File: config.mk
export PLATFORM = sky130hd
export DESIGN_NAME = intc_mode_base
export DESIGN_NICKNAME = d
export VERILOG_FILES = /design/src/rtl/intc_mode_pkg.sv /design/src/rtl/intc_mode_ctrl.sv /design/src/rtl/intc_mode_dp.sv /design/src/rtl/intc_mode_base.sv
export SDC_FILE = /design/constraint.sdc
export NUM_CORES = 1
export LEC_CHECK = 0
export BUFFER_PORTS_ARGS = -buffer_cell sky130_fd_sc_hd__buf_4
export CAP_MARGIN = 5
export CORE_ASPECT_RATIO = 0.75
export CORE_MARGIN = 1.5
export CORE_UTILIZATION = 35
export DETAILED_ROUTE_END_ITERATION = 7
export PLACE_DENSITY = 0.83
export SLEW_MARGIN = 30
export SYNTH_ARGS = -nofsm -noshare
export SYNTH_HDL_FRONTEND = slang
export SYNTH_HIERARCHICAL = 1
export SYNTH_SLANG_ARGS = --single-unit
File: constraint.sdc
create_clock -name clk -period 3.6 [get_ports clk]
set_input_delay 1.08 -clock clk [delete_from_list [all_inputs] [get_ports clk]]
set_output_delay 1.08 -clock clk [all_outputs]
set_load 0.01 [all_outputs]
File: src/rtl/intc_mode_pkg.sv
package intc_mode_pkg;

  // Field positions inside the 64-bit configuration word
  localparam int ENABLE_BIT = 11;
  localparam int EXTEND_BIT = 10;
  localparam int BOOT_BIT   = 8;
  localparam int BASE_LSB   = 12;

  // Window offsets decoded by the datapath
  localparam logic [11:0] OFS_ID   = 12'h020;
  localparam logic [11:0] OFS_VER  = 12'h030;
  localparam logic [11:0] OFS_PRIO = 12'h080;

  // Legal modes, encoded as {enable, extended}
  typedef enum logic [1:0] {
    MODE_OFF    = 2'b00,
    MODE_LEGACY = 2'b10,
    MODE_EXT    = 2'b11
  } modeSel_t;

  // Strobes from control to datapath
  typedef struct packed {
    logic cfgCommit;
    logic cfgFault;
    logic idPortLoad;
    logic idWinLoad;
    logic idFault;
  } ctrlStrobe_t;

endpackage

File: src/rtl/intc_mode_ctrl.sv
module intc_mode_ctrl
  import intc_mode_pkg::*;
#(
  parameter int MAX_PHYS = 36
) (
  input  logic                           curEn,
  input  logic                           curExt,
  input  logic                           cfgWrEn,
  input  logic [63:0]                    cfgWrData,
  input  logic                           idWrEn,
  input  logic                           winWrEn,
  input  logic                           winHit,
  input  logic [11:0]                    winOfs,
  output ctrlStrobe_t                    strobe,
  output logic                           newEn,
  output logic                           newExt,
  output logic                           newBoot,
  output logic [MAX_PHYS-BASE_LSB-1:0]   newBase
);

  localparam int BASE_W = MAX_PHYS - BASE_LSB;

  function automatic logic [63:0] buildLegalMask();
    logic [63:0] m;
    m = '0;
    for (int i = 0; i < 64; i++) begin
      m[i] = (i == ENABLE_BIT) || (i == EXTEND_BIT) || (i == BOOT_BIT) ||
             (i >= BASE_LSB && i < MAX_PHYS);
    end
    return m;
  endfunction

  localparam logic [63:0] LEGAL_MASK = buildLegalMask();

  logic     reservedHit;
  logic     badCombo;
  logic     transitionOk;
  logic     illegal;
  modeSel_t curMode;

  assign newEn   = cfgWrData[ENABLE_BIT];
  assign newExt  = cfgWrData[EXTEND_BIT];
  assign newBoot = cfgWrData[BOOT_BIT];
  assign newBase = cfgWrData[MAX_PHYS-1:BASE_LSB];

  assign reservedHit = |(cfgWrData & ~LEGAL_MASK);
  assign badCombo    = newExt & ~newEn;
  assign curMode     = modeSel_t'({curEn, curExt});

  // Transition table over the legal modes
  always_comb begin
    transitionOk = 1'b1;
    unique case (curMode)
      MODE_EXT:    transitionOk = !(newEn && !newExt); // extended may only go to off
      MODE_OFF:    transitionOk = !(newEn && newExt);  // off must pass through legacy
      MODE_LEGACY: transitionOk = 1'b1;
      default:     transitionOk = 1'b1;
    endcase
  end

  assign illegal = reservedHit | badCombo | ~transitionOk;

  always_comb begin
    strobe            = '0;
    strobe.cfgCommit  = cfgWrEn & ~illegal;
    strobe.cfgFault   = cfgWrEn & illegal;
    strobe.idPortLoad = idWrEn & (curMode == MODE_LEGACY);
    strobe.idFault    = idWrEn & (curMode == MODE_EXT);
    strobe.idWinLoad  = winWrEn & winHit & (winOfs == OFS_ID);
  end

  logic unusedBaseW;
  assign unusedBaseW = ^BASE_W[0];

endmodule

File: src/rtl/intc_mode_dp.sv
module intc_mode_dp
  import intc_mode_pkg::*;
#(
  parameter int          MAX_PHYS   = 36,
  parameter logic [63:0] BASE_RESET = 64'h0000_0000_FEE0_0000,
  parameter logic        BOOT_RESET = 1'b1,
  parameter logic [7:0]  INIT_ID    = 8'h00,
  parameter logic [7:0]  VERSION    = 8'h14
) (
  input  logic                         clk,
  input  logic                         rstN,
  input  ctrlStrobe_t                  strobe,
  input  logic                         newEn,
  input  logic                         newExt,
  input  logic                         newBoot,
  input  logic [MAX_PHYS-BASE_LSB-1:0] newBase,
  input  logic [7:0]                   idWrByte,
  input  logic [MAX_PHYS-1:0]          winAddr,
  input  logic [7:0]                   winWrByte,
  input  logic [3:0]                   prioIn,
  output logic                         curEn,
  output logic                         curExt,
  output logic                         winHit,
  output logic [63:0]                  cfgRdData,
  output logic                         cfgFault,
  output logic [31:0]                  idRdData,
  output logic                         idFault,
  output logic [31:0]                  winRdData,
  output logic                         modeDisabled,
  output logic                         modeLegacy,
  output logic                         modeExtended
);

  localparam int BASE_W = MAX_PHYS - BASE_LSB;

  logic              enQ, extQ, bootQ;
  logic [BASE_W-1:0] baseQ;
  logic [7:0]        idQ;
  logic              cfgFaultQ, idFaultQ;

  always_ff @(posedge clk) begin
    if (!rstN) begin
      enQ       <= 1'b1;
      extQ      <= 1'b0;
      bootQ     <= BOOT_RESET;
      baseQ     <= BASE_RESET[MAX_PHYS-1:BASE_LSB];
      cfgFaultQ <= 1'b0;
    end else begin
      cfgFaultQ <= strobe.cfgFault;
      if (strobe.cfgCommit) begin
        enQ   <= newEn;
        extQ  <= newExt;
        bootQ <= newBoot;
        baseQ <= newBase;
      end
    end
  end

  always_ff @(posedge clk) begin
    if (!rstN) begin
      idQ      <= INIT_ID;
      idFaultQ <= 1'b0;
    end else begin
      idFaultQ <= strobe.idFault;
      if (strobe.idPortLoad)     idQ <= idWrByte;
      else if (strobe.idWinLoad) idQ <= winWrByte;
    end
  end

  assign curEn        = enQ;
  assign curExt       = extQ;
  assign cfgFault     = cfgFaultQ;
  assign idFault      = idFaultQ;
  assign modeDisabled = ~enQ;
  assign modeLegacy   = enQ & ~extQ;
  assign modeExtended = enQ & extQ;

  always_comb begin
    cfgRdData                         = '0;
    cfgRdData[MAX_PHYS-1:BASE_LSB]    = baseQ;
    cfgRdData[ENABLE_BIT]             = enQ;
    cfgRdData[EXTEND_BIT]             = extQ;
    cfgRdData[BOOT_BIT]               = bootQ;
  end

  always_comb begin
    if (modeLegacy)        idRdData = {idQ, 24'h0};
    else if (modeExtended) idRdData = {24'h0, idQ};
    else                   idRdData = '0;
  end

  assign winHit = modeLegacy & (winAddr[MAX_PHYS-1:BASE_LSB] == baseQ);

  always_comb begin
    if (!winHit) begin
      winRdData = '1;
    end else begin
      unique case (winAddr[BASE_LSB-1:0])
        OFS_ID:   winRdData = {idQ, 24'h0};
        OFS_VER:  winRdData = {24'h0, VERSION};
        OFS_PRIO: winRdData = {24'h0, prioIn, 4'h0};
        default:  winRdData = '0;
      endcase
    end
  end

  AST_NO_EXT_WITHOUT_EN: assert property (@(posedge clk) disable iff (!rstN)
    !(extQ && !enQ));
  AST_FAULT_KEEPS_CFG: assert property (@(posedge clk) disable iff (!rstN)
    strobe.cfgFault |=> $stable({enQ, extQ, bootQ, baseQ}));
  AST_EXT_EXITS_TO_OFF: assert property (@(posedge clk) disable iff (!rstN)
    $fell(extQ) |-> !enQ);
  AST_EXT_ENTERED_FROM_LEGACY: assert property (@(posedge clk) disable iff (!rstN)
    $rose(extQ) |-> $past(enQ));
  AST_UNCLAIMED_ALL_ONES: assert property (@(posedge clk) disable iff (!rstN)
    !modeLegacy |-> winRdData == 32'hFFFF_FFFF);
  AST_EXT_ID_FROZEN: assert property (@(posedge clk) disable iff (!rstN)
    (extQ && enQ && $past(extQ)) |-> $stable(idQ));

endmodule

File: src/rtl/intc_mode_base.sv
module intc_mode_base
  import intc_mode_pkg::*;
#(
  parameter int          MAX_PHYS   = 36,
  parameter logic [63:0] BASE_RESET = 64'h0000_0000_FEE0_0000,
  parameter logic        BOOT_RESET = 1'b1,
  parameter logic [7:0]  INIT_ID    = 8'h00,
  parameter logic [7:0]  VERSION    = 8'h14
) (
  input  logic                clk,
  input  logic                rstN,
  input  logic                cfgWrEn,
  input  logic [63:0]         cfgWrData,
  output logic [63:0]         cfgRdData,
  output logic                cfgFault,
  input  logic                idWrEn,
  input  logic [7:0]          idWrByte,
  output logic [31:0]         idRdData,
  output logic                idFault,
  input  logic [MAX_PHYS-1:0] winAddr,
  input  logic                winWrEn,
  input  logic [7:0]          winWrByte,
  output logic [31:0]         winRdData,
  input  logic [3:0]          prioIn,
  output logic                modeDisabled,
  output logic                modeLegacy,
  output logic                modeExtended
);

  localparam int BASE_W = MAX_PHYS - BASE_LSB;

  ctrlStrobe_t       strobe;
  logic              curEn, curExt, winHit;
  logic              newEn, newExt, newBoot;
  logic [BASE_W-1:0] newBase;

  intc_mode_ctrl #(.MAX_PHYS(MAX_PHYS)) ctrl_i (
    .curEn(curEn), .curExt(curExt),
    .cfgWrEn(cfgWrEn), .cfgWrData(cfgWrData),
    .idWrEn(idWrEn), .winWrEn(winWrEn), .winHit(winHit),
    .winOfs(winAddr[BASE_LSB-1:0]),
    .strobe(strobe), .newEn(newEn), .newExt(newExt),
    .newBoot(newBoot), .newBase(newBase)
  );

  intc_mode_dp #(
    .MAX_PHYS(MAX_PHYS), .BASE_RESET(BASE_RESET), .BOOT_RESET(BOOT_RESET),
    .INIT_ID(INIT_ID), .VERSION(VERSION)
  ) dp_i (
    .clk(clk), .rstN(rstN), .strobe(strobe),
    .newEn(newEn), .newExt(newExt), .newBoot(newBoot), .newBase(newBase),
    .idWrByte(idWrByte), .winAddr(winAddr), .winWrByte(winWrByte),
    .prioIn(prioIn), .curEn(curEn), .curExt(curExt), .winHit(winHit),
    .cfgRdData(cfgRdData), .cfgFault(cfgFault),
    .idRdData(idRdData), .idFault(idFault), .winRdData(winRdData),
    .modeDisabled(modeDisabled), .modeLegacy(modeLegacy),
    .modeExtended(modeExtended)
  );

endmodule

* Yosys cells after proc, flatten, opt, wreduce, memory -nomap -nowiden
Cells that the tools add are included.
Operators by class: equal/unequal tests 6, muxes and demuxes 7, bitwise logic cells 17, reductions and logical operators 8
Operators with widths (count):
- $pmux 32 s3 | 1
- $mux 32 | 2
- $reduce_or 37->1 | 1
- $eq 12x6->1 const B | 2
- $eq 24x24->1 | 1
- $mux 8 | 3
- $eq 12x8->1 const B | 1
- $and 1x1->1 | 10
- $not 1->1 | 5
- $eq 2x2->1 const B | 2
- $logic_not 1->1 | 3
- $logic_and 1x1->1 | 2
- $logic_not 2->1 | 1
- $or 1x1->1 | 2
- $pmux 1 s2 | 1
- $reduce_bool 2->1 | 1
Storage, ports and cells: register bits 37, input port bits 125, output and inout port bits 133, logic and storage cells 45

* Longest topological paths before layout
Gate-level depths: netlist (run 1).
depth after elaboration 8, mapped depth 11, depth with buffers taken out 9

* Modules after synthesis
The synthesis (run 1) kept the hierarchy.
By module, submodules not included:
- intc_mode_dp | instances 1, cells an instance 305, area an instance 2580.0 µm², seq. area each 740.7 µm²
- intc_mode_ctrl | instances 1, cells an instance 60, area an instance 422.9 µm², seq. area each 0.0 µm²

* Worst setup path before layout (run 1)
OpenSTA, ideal clock, no wires.
path kind in2out, from in winAddr[16], to out winRdData[10], arrival time 2560 ps, data required time 2520 ps, path slack -40 ps, stages on the path 6, buffers on the path 2, cells stage by stage xnor2_1 nand4_1 nor4_2 buf_2 nand2_1 buf_4
On the way: word-level cells in the longest chain between the ends 3
RTL lines:
- from (decl) | RTL line intc_mode_base.sv:20 | input logic [MAX_PHYS-1:0] winAddr,
- $eq 24x24->1 | RTL line intc_mode_dp.sv:92 | assign winHit = modeLegacy & (winAddr[MAX_PHYS-1:BASE_LSB] == baseQ);
- $and 1x1->1 | RTL line intc_mode_dp.sv:92
- $mux 32 | RTL line intc_mode_dp.sv:95 | if (!winHit) begin
- to (decl) | RTL line intc_mode_base.sv:23 | output logic [31:0] winRdData,
Every way passes these cells.

* Worst setup path in the final report (run 1)
from in winAddr[9], to out winRdData[5]
On the way: word-level cells in the longest chain between the ends 3, elaborated cells on any way between the ends 5, classes of those cells eq/ne: 3; mux: 2
RTL lines:
- $eq 12x8->1 / $eq 12x6->1 (equally long branches) | RTL line intc_mode_dp.sv:98 | unique case (winAddr[BASE_LSB-1:0])
- $pmux 32 s3 (*) | RTL line intc_mode_dp.sv:98
- $mux 32 (*) | RTL line intc_mode_dp.sv:95
Every way passes the cells marked *; elsewhere a longest branch is shown, timed or not.

==> key figures, run 1 <==
Global routing
  • Number of antenna violations at the first check in global routing: 0
  • Global-route wire length before repair: 12.82 mm
  • Overall routing resource usage: 17.89%
  • Largest net degree at the start of global routing: 38
  • GR Overflow Total: 0
  • Number of global-route vias before repair: 2,738

Logic synthesis
  • Dominant cell type by area after synthesis: sky130_fd_sc_hd__buf_4
  • Syn Std Cell Area: 0.003003 mm^2
  • Number of flip-flops and latches in the synthesized netlist: 37
  • Number of library cell types mapped by synthesis: 34
  • Sequential element share of the synthesized area: 24.67%
  • Synthesis warning total: 6
  • Top post-synthesis cells by area: sky130_fd_sc_hd__buf_4 25%, sky130_fd_sc_hd__dfxtp_1 25%, sky130_fd_sc_hd__mux2i_1 11%
  • Average cell area after synthesis: 8.227 um^2
  • Share of Yosys cell area claimed by the top area cell type: 25.25%
  • Gate count after technology mapping: 365

Layout
  • Nets: 651
  • Finished layout cell area: 0.004323 mm^2
  • Diode count: 0
  • Non-filler instance count after layout: 632
  • Layout overhead on the synthesized area: 43.96%
  • Layout cell share with drive strength beyond 1: 44.66%

Floorplanning
  • Floorplan core area: 0.008382 mm^2
  • Overall die area: 0.009150 mm^2
  • Row cnt: 29
  • Initial cell density of the core: 35.83%
  • Height of the die: 83.22 um
  • Width of the die: 110.0 um
  • Number of placed I/O pins: 258

Clock tree
  • Root buffer cell: sky130_fd_sc_hd__clkbuf_16
  • Number of sinks driven by the clock tree: 37
  • TritonCTS clock tree: yes
  • Largest buffer count on any clock path: 2
  • Clock latency on the worst-skew pair: 0.28 ns
  • Number of buffers created by CTS: 5
  • H-tree Lvls: 2
  • Clk pin slew, worst setup/hold paths: 0.06 ns

Worst setup path
  • Largest fanout of any net on the critical path: 3
  • Worst endpoint data arrival time: 2.46 ns
  • Launch point of the worst reg-to-reg path: dp_i/curEn
  • Crit. End Element: output pin
  • Worst endpoint required time: 2.52 ns
  • Setup slack, reg-to-reg: 0.93 ns
  • Crit path kind: in -> out
  • Kind of start point of the critical path: input port
  • Worst R2R End: dp_i/idQ[5]
  • R2r worst-path depth: 12

Placement
  • Estimated wirelength of the detail-placed design: 7.084 mm
  • Placed Cells incl. Taps: 623
  • Gp weighted congestion: 0.8243
  • Count of buffers inserted at the top-level ports: 204
  • Cell area after placement: 0.004148 mm^2

STA
  • Minimum period implied by the final worst setup slack: 3.537 ns
  • Fmax: 282.8 MHz
  • Final Hold Vio Count: 0
  • Final clock skew: 0.008626 ns
  • Count of endpoints failing setup in the final report: 0
  • Unrepaired setup endpoints after global routing: no
  • Slew Limit Fails: 0
  • Portion of the clock cycle consumed by the worst path in the final layout: 98.24%

Drt
  • Detailed router's first-iteration violation count: 83
  • Length of the first detailed-routing pass in iterations: 5
  • Via/cell ratio: 4.399
  • Detail-routed net length per standard cell: 13.43 um
  • Antenna-violating nets left: 0
  • Via total after detailed routing: 2,780
  • DRC viols: 0
  • Total wire length after detailed routing: 8.487 mm

Job
  • Maximum capacitance violations: 0

Pwr
  • Total internal power: 0.0007897 W
  • Combinational power share: 18.7%
  • Highest ir drop seen on vdd: 0.2195 mV
  • Sequential cell fraction of total power: 40.0%
  • Total power draw: 0.001053 W
  • Clock network fraction of total power: 41.4%
  • Static leakage power: 1.972 nW
  • Switching Power: 0.0002636 W
  • Power per unit of standard cell area: 243.7 mW/mm^2
  • Fraction of power spent switching nets: 25.02%

Worst hold path
  • Hold path cells: 2
  • Hold worst-path end: dp_i/bootQ
  • Hold Path Class: reg -> reg
  • Source of the worst hold timing path: dp_i/bootQ

Status
  • Result of the run: finished, final reports clean
==> worst max-delay path, cell delays in order <==
cell and delay, ns:
sky130_fd_sc_hd__buf_4 0.11, sky130_fd_sc_hd__or4_4 0.57, sky130_fd_sc_hd__nor4_2 0.26, sky130_fd_sc_hd__buf_4 0.16, sky130_fd_sc_hd__nand2_1 0.06, sky130_fd_sc_hd__nand3_1 0.09, sky130_fd_sc_hd__buf_4 0.13
==> cell type report <==
type	instances	area, um^2
tap	108	135.1
fill	800	4059
clock buffer	5	125.1
sequential	37	740.7
multi-input combinational	260	1647
clock inverter	3	21.27
timing repair buffer	214	1635
inverter	5	18.77
==> placed cells by master, fill, tap and decap left out, types with 6 or more instances in the layout <==
| cell type | count |
|---|---|
| sky130_fd_sc_hd__nor4_1 | 9 |
| sky130_fd_sc_hd__xnor2_1 | 24 |
| sky130_fd_sc_hd__o21ai_0 | 9 |
| sky130_fd_sc_hd__and3_1 | 8 |
| sky130_fd_sc_hd__and2_1 | 22 |
| sky130_fd_sc_hd__nand3_1 | 15 |
| sky130_fd_sc_hd__dfxtp_1 | 37 |
| sky130_fd_sc_hd__nand2_1 | 35 |
| sky130_fd_sc_hd__mux2i_1 | 34 |
| sky130_fd_sc_hd__nand4_1 | 6 |
| sky130_fd_sc_hd__buf_4 | 211 |
| sky130_fd_sc_hd__conb_1 | 53 |
| sky130_fd_sc_hd__nor2b_1 | 16 |
==> registers in the layout, indices dropped and copies added, names as in the netlist <==
signal	cells
dp_i/baseQ	24
dp_i/bootQ	1
dp_i/cfgFault	1
dp_i/idFault	1
dp_i/idQ	8
dp_i/curExt	1
dp_i/curEn	1
==> power by group through the flow <==
stage               combinational [W]  clock, W  sequential, W
floorplan                    0.000134         0       0.000427
global placement             0.000190         0       0.000430
detailed placement           0.000194         0       0.000430
CTS                          0.000195  0.000448       0.000421
global route                 0.000215  0.000465       0.000422
finish                       0.000196  0.000436       0.000421
==> stage by stage <==
step	TNS, ns	utilization [%]	worst slack, ns	hold WS (ns)
detailed placement	-0.06754	49.49	-0.02071	0.4879
finish	0	51.57	0.06344	0.5153
global placement	0	49.49	0.01342	0.4643
CTS	0	51.31	0.02841	0.5104
floorplan	0	-	0.1253	0.4429
global route	0	51.57	0.002559	0.5293
==> timing repair <==
action                                  4_1_cts  5_1_grt
buffers inserted                              0        1
gates resized for setup                       1        4
pin swaps                                     1        2
endpoints found under the setup margin        9       32
hold buffers                                  0        0
==> cells in the mapped netlist, drive strengths merged <==
master   number
a2111oi       1
or2           1
nand3        15
and4          1
a21boi        1
xnor2        24
ha            3
buf         107
nand2        36
nor3          5
nor2b        16
conb          1
o211ai        1
mux2i        34
and2         22
and3          9
or4           2
nor4b         1
nor2          2
mux2          1
dfxtp        37
nand4         6
clkbuf        8
and3b         1
o21ai         9
nor4         12
or3b          2
or3           2
inv           5
==> layer usage <==
metal | share of wire (%) | vias to the layer above | global-route usage, %
met5 | 0 | - | 0
met4 | 1.8 | 0 | 4.604
met3 | 9.3 | 12 | 5.730
met2 | 51 | 136 | 33.03
met1 | 38 | 1255 | 19.31
li1 | - | 1377 | -
==> worst max path at each step <==
stage | startpoint | endpoint | slack, ns | depth (start not counted)
floorplan | winAddr[16] | winRdData[10] | 0.13 | 6
global placement | winAddr[9] | winRdData[31] | 0.01 | 7
detailed placement | winAddr[9] | winRdData[27] | -0.02 | 7
CTS | winAddr[26] | winRdData[1] | 0.03 | 7
global route | winAddr[9] | winRdData[28] | 0.003 | 7
finish | winAddr[9] | winRdData[5] | 0.06 | 7
==> kinds of logic (layout without fill, tap and decap cells) <==
logic type | count (synthesis) | count (layout) | synth area share (%)
adders and majority gates | 3 | 3 | 1.250
AOI/OAI and AO/OA | 12 | 12 | 2.292
other | 1 | 53 | 0.1249
muxes | 35 | 35 | 11.71
and+or+nand+nor | 133 | 133 | 25.08
DFF | 37 | 37 | 24.67
xor gates and xnor gates | 24 | 24 | 7.000
buffers and inverters | 120 | 227 | 27.88
No activity file was read; power rests on OpenSTA's default activity.
==> run 2, diff against run 1 <==
--- a/config.mk
+++ b/config.mk
@@ -12,6 +12,7 @@
 export CORE_UTILIZATION = 35
 export DETAILED_ROUTE_END_ITERATION = 7
 export PLACE_DENSITY = 0.83
+export REMOVE_ABC_BUFFERS = 1
 export SLEW_MARGIN = 30
 export SYNTH_ARGS = -nofsm -noshare
 export SYNTH_HDL_FRONTEND = slang
==> run 2 against run 1 <==
Register-to-register slack improved by 0.14 ns. Die area unchanged. Global-route usage increased by 0.13 points. Largest power group unchanged. Maximum frequency decreased by 1.2%. Cell area increased by 3.7%. First-iteration DRC count decreased by 33%. Setup slack got worse by 0.043 ns. Clock power increased by 16%. Sequential share of layout area decreased by 0.61 points.
==> key figures, run 2 (synthesized netlist as in run 1, its figures left out) <==
Worst setup path
  • Worst R2R End: dp_i/idQ[2] (was dp_i/idQ[5])
  • R2r worst-path depth: 13 (was 12)
  • Crit. End Element: output pin (unchanged)
  • Crit path kind: in -> out (unchanged)
  • Worst endpoint data arrival time: 2.50 ns (was 2.46 ns)
  • Crit path top cell by count: sky130_fd_sc_hd__buf_6 (was sky130_fd_sc_hd__buf_4)
  • Critical path, cell by cell: buf_6 -> or4_4 -> nor4_4 -> buf_4 -> nand2_2 -> nand3_2 -> buf_6 (was buf_4 -> or4_4 -> nor4_2 -> buf_4 -> nand2_1 -> nand3_1 -> buf_4)
  • Critical path buffers and inverters: 3 (unchanged)
  • Top delay family on crit path: simple AND/OR/NAND/NOR gates (unchanged)
  • Stages on worst setup path: 7 (unchanged)
  • Kind of start point of the critical path: input port (unchanged)
  • Launch point of the worst reg-to-reg path: dp_i/curEn (unchanged)
  • Setup slack, reg-to-reg: 1.07 ns (was 0.93 ns)
  • CP max stage cell: sky130_fd_sc_hd__or4_4 (unchanged)
  • Worst endpoint required time: 2.52 ns (about the same)
  • Delay of the slowest critical-path stage: 0.57 ns (about the same)
  • Largest fanout of any net on the critical path: 4 (was 3)

Global routing
  • Number of global-route vias before repair: 2,604 (was 2,738)
  • Overall routing resource usage: 18.03% (was 17.89%)
  • GR Overflow Total: 0 (unchanged)
  • Global-route wire length before repair: 12.76 mm (was 12.82 mm)
  • Number of antenna violations at the first check in global routing: 0 (unchanged)
  • Largest net degree at the start of global routing: 38 (unchanged)

Drt
  • Detailed router's first-iteration violation count: 56 (was 83)
  • Total wire length after detailed routing: 9.075 mm (was 8.487 mm)
  • Antenna-violating nets left: 0 (unchanged)
  • DRC viols: 0 (unchanged)
  • Via total after detailed routing: 2,852 (was 2,780)
  • Length of the first detailed-routing pass in iterations: 4 (was 5)
  • Via/cell ratio: 4.456 (was 4.399)
  • Detail-routed net length per standard cell: 14.18 um (was 13.43 um)

Floorplanning
  • Overall die area: 0.009150 mm^2 (unchanged)
  • Width of the die: 110.0 um (unchanged)
  • Height of the die: 83.22 um (unchanged)
  • Floorplan core area: 0.008382 mm^2 (unchanged)
  • Initial cell density of the core: 35.83% (unchanged)
  • Number of placed I/O pins: 258 (unchanged)
  • Row cnt: 29 (unchanged)

Pwr
  • Total power draw: 0.001124 W (was 0.001053 W)
  • Power per unit of standard cell area: 250.8 mW/mm^2 (was 243.7 mW/mm^2)
  • Static leakage power: 2.027 nW (was 1.972 nW)
  • Highest ir drop seen on vdd: 0.1541 mV (was 0.2195 mV)

Placement
  • Cell area after placement: 0.004183 mm^2 (was 0.004148 mm^2)
  • Count of buffers inserted at the top-level ports: 204 (unchanged)
  • Estimated wirelength of the detail-placed design: 7.067 mm (was 7.084 mm)
  • Gp weighted congestion: 0.9285 (was 0.8243)
  • Placed Cells incl. Taps: 628 (was 623)

Layout
  • Largest register FFs: 24 (unchanged)
  • Finished layout cell area: 0.004483 mm^2 (was 0.004323 mm^2)
  • Most common cell after layout, fill and taps aside: sky130_fd_sc_hd__buf_4 (unchanged)
  • Commonest non-fill, non-tap cells in the layout: 211 x sky130_fd_sc_hd__buf_4, 53 x sky130_fd_sc_hd__conb_1, 37 x sky130_fd_sc_hd__dfxtp_1 (unchanged)
  • Biggest regs: dp_i/baseQ: 24 flops, dp_i/idQ: 8 flops (unchanged)
  • Diode count: 0 (unchanged)
  • Nets: 659 (was 651)
  • Layout cell share with drive strength beyond 1: 47.93% (was 44.66%)
  • Non-filler instance count after layout: 640 (was 632)
  • Layout overhead on the synthesized area: 49.29% (was 43.96%)
  • Top register by number of flip-flops: dp_i/baseQ (unchanged)

Status
  • Result of the run: finished, final reports clean (unchanged)

STA
  • Unrepaired setup endpoints after global routing: yes (was no)
  • Final-layout worst hold slack: 0.4763 ns (was 0.5153 ns)
  • Slew Limit Fails: 0 (unchanged)
  • Count of endpoints failing setup in the final report: 0 (unchanged)
  • Worst slew margin: 57.85%
  • Transition time at the pin with the least slew margin: 0.6323 ns
  • Final clock skew: 0.006038 ns (was 0.008626 ns)
  • Portion of the clock cycle consumed by the worst path in the final layout: 99.43% (was 98.24%)
  • Final Hold Vio Count: 0 (unchanged)
  • Minimum period implied by the final worst setup slack: 3.579 ns (was 3.537 ns)
  • Fmax: 279.4 MHz (was 282.8 MHz)

Clock tree
  • H-tree Lvls: 2 (unchanged)
  • Root buffer cell: sky130_fd_sc_hd__clkbuf_16 (unchanged)
  • Number of sinks driven by the clock tree: 37 (unchanged)
  • Clock latency on the worst-skew pair: 0.28 ns (about the same)
  • Number of buffers created by CTS: 5 (unchanged)
  • Clk pin slew, worst setup/hold paths: 0.05 ns (was 0.06 ns)
  • Largest buffer count on any clock path: 2 (unchanged)
  • TritonCTS clock tree: yes (unchanged)

Job
  • Maximum capacitance violations: 0 (unchanged)

Worst hold path
  • Hold path cells: 2 (unchanged)
  • Hold Path Class: reg -> reg (unchanged)
  • Hold worst-path end: dp_i/bootQ (unchanged)
  • Source of the worst hold timing path: dp_i/bootQ (unchanged)
==> run 2: changes by cell type in the layout (fill, tap and decap cells not counted), sizes merged <==
cell      previous run  this run
inv                  6         5
clkinv               1         0
bufinv               0         1
clkinvlp             1         0
clkbuf               5         7
buf                214       222
==> run 2: worst max-delay path by stage <==
stage / startpoint / endpoint / slack, ns
after floorplan: winAddr[31] / winRdData[0] / -0.92
after global placement: winAddr[9] / winRdData[7] / 0.04
after detailed placement: winAddr[9] / winRdData[7] / -0.01
after CTS: winAddr[26] / winRdData[13] / 0.02
after global routing: winAddr[10] / winRdData[24] / -0.05
final: winAddr[10] / winRdData[24] / 0.02
==> run 2: cell type report <==
class                   instances  area, um^2
clock buffers                   7       142.6
well taps                     108       135.1
repair buffers                222        1725
clock inverters                 1       30.03
multi-input cells             260        1690
inverters                       5       18.77
fillers                       782        3899
flip-flops and latches         37       740.7
==> run 2: repair_timing <==
action                                  CTS  global route
hold buffers                              0             0
resized for setup                         1            24
setup buffers                             0             4
endpoints found under the setup margin    2            24
pin swaps                                 1            11
==> run 2: worst reg2reg max path: cells and delay by family, from the launching register on <==
kind                   cells  cell delay (ns)
AOI/OAI and AO/OA          1             0.08
and+or+nand+nor            7             1.08
DFF                        1             0.32
buffers and inverters      4             0.79
muxes                      1             0.18
==> run 2: routing by layer <==
metal	part of all wire (%)	global-route usage (%)	wire (um)	vias to the layer above
met1	37	20.92	3391	1323
met4	0.44	2.715	40	0
met2	54	33.71	4916	137
met5	0	0	0	-
li1	-	-	-	1385
met3	8.0	4.082	727	7
==> run 2: metrics by stage <==
stage | setup WS (ns) | util, % | setup TNS (ns)
6_report | 0.02055 | 53.49 | 0
5_1_grt | -0.05357 | 53.49 | -0.1574
4_1_cts | 0.01803 | 52.04 | 0
3_5_place_dp | -0.009550 | 49.90 | -0.01454
3_3_place_gp | 0.04228 | 49.90 | 0
2_1_floorplan | -0.9160 | - | -17.40
==> run 2: where the power goes <==
part	internal (W)	leakage (nW)	switching [W]
registers	0.000415	0.300	0.00000627
logic	0.000118	1.64	0.0000788
clock network	0.000346	0.0841	0.000160
total	0.000879	2.03	0.000245
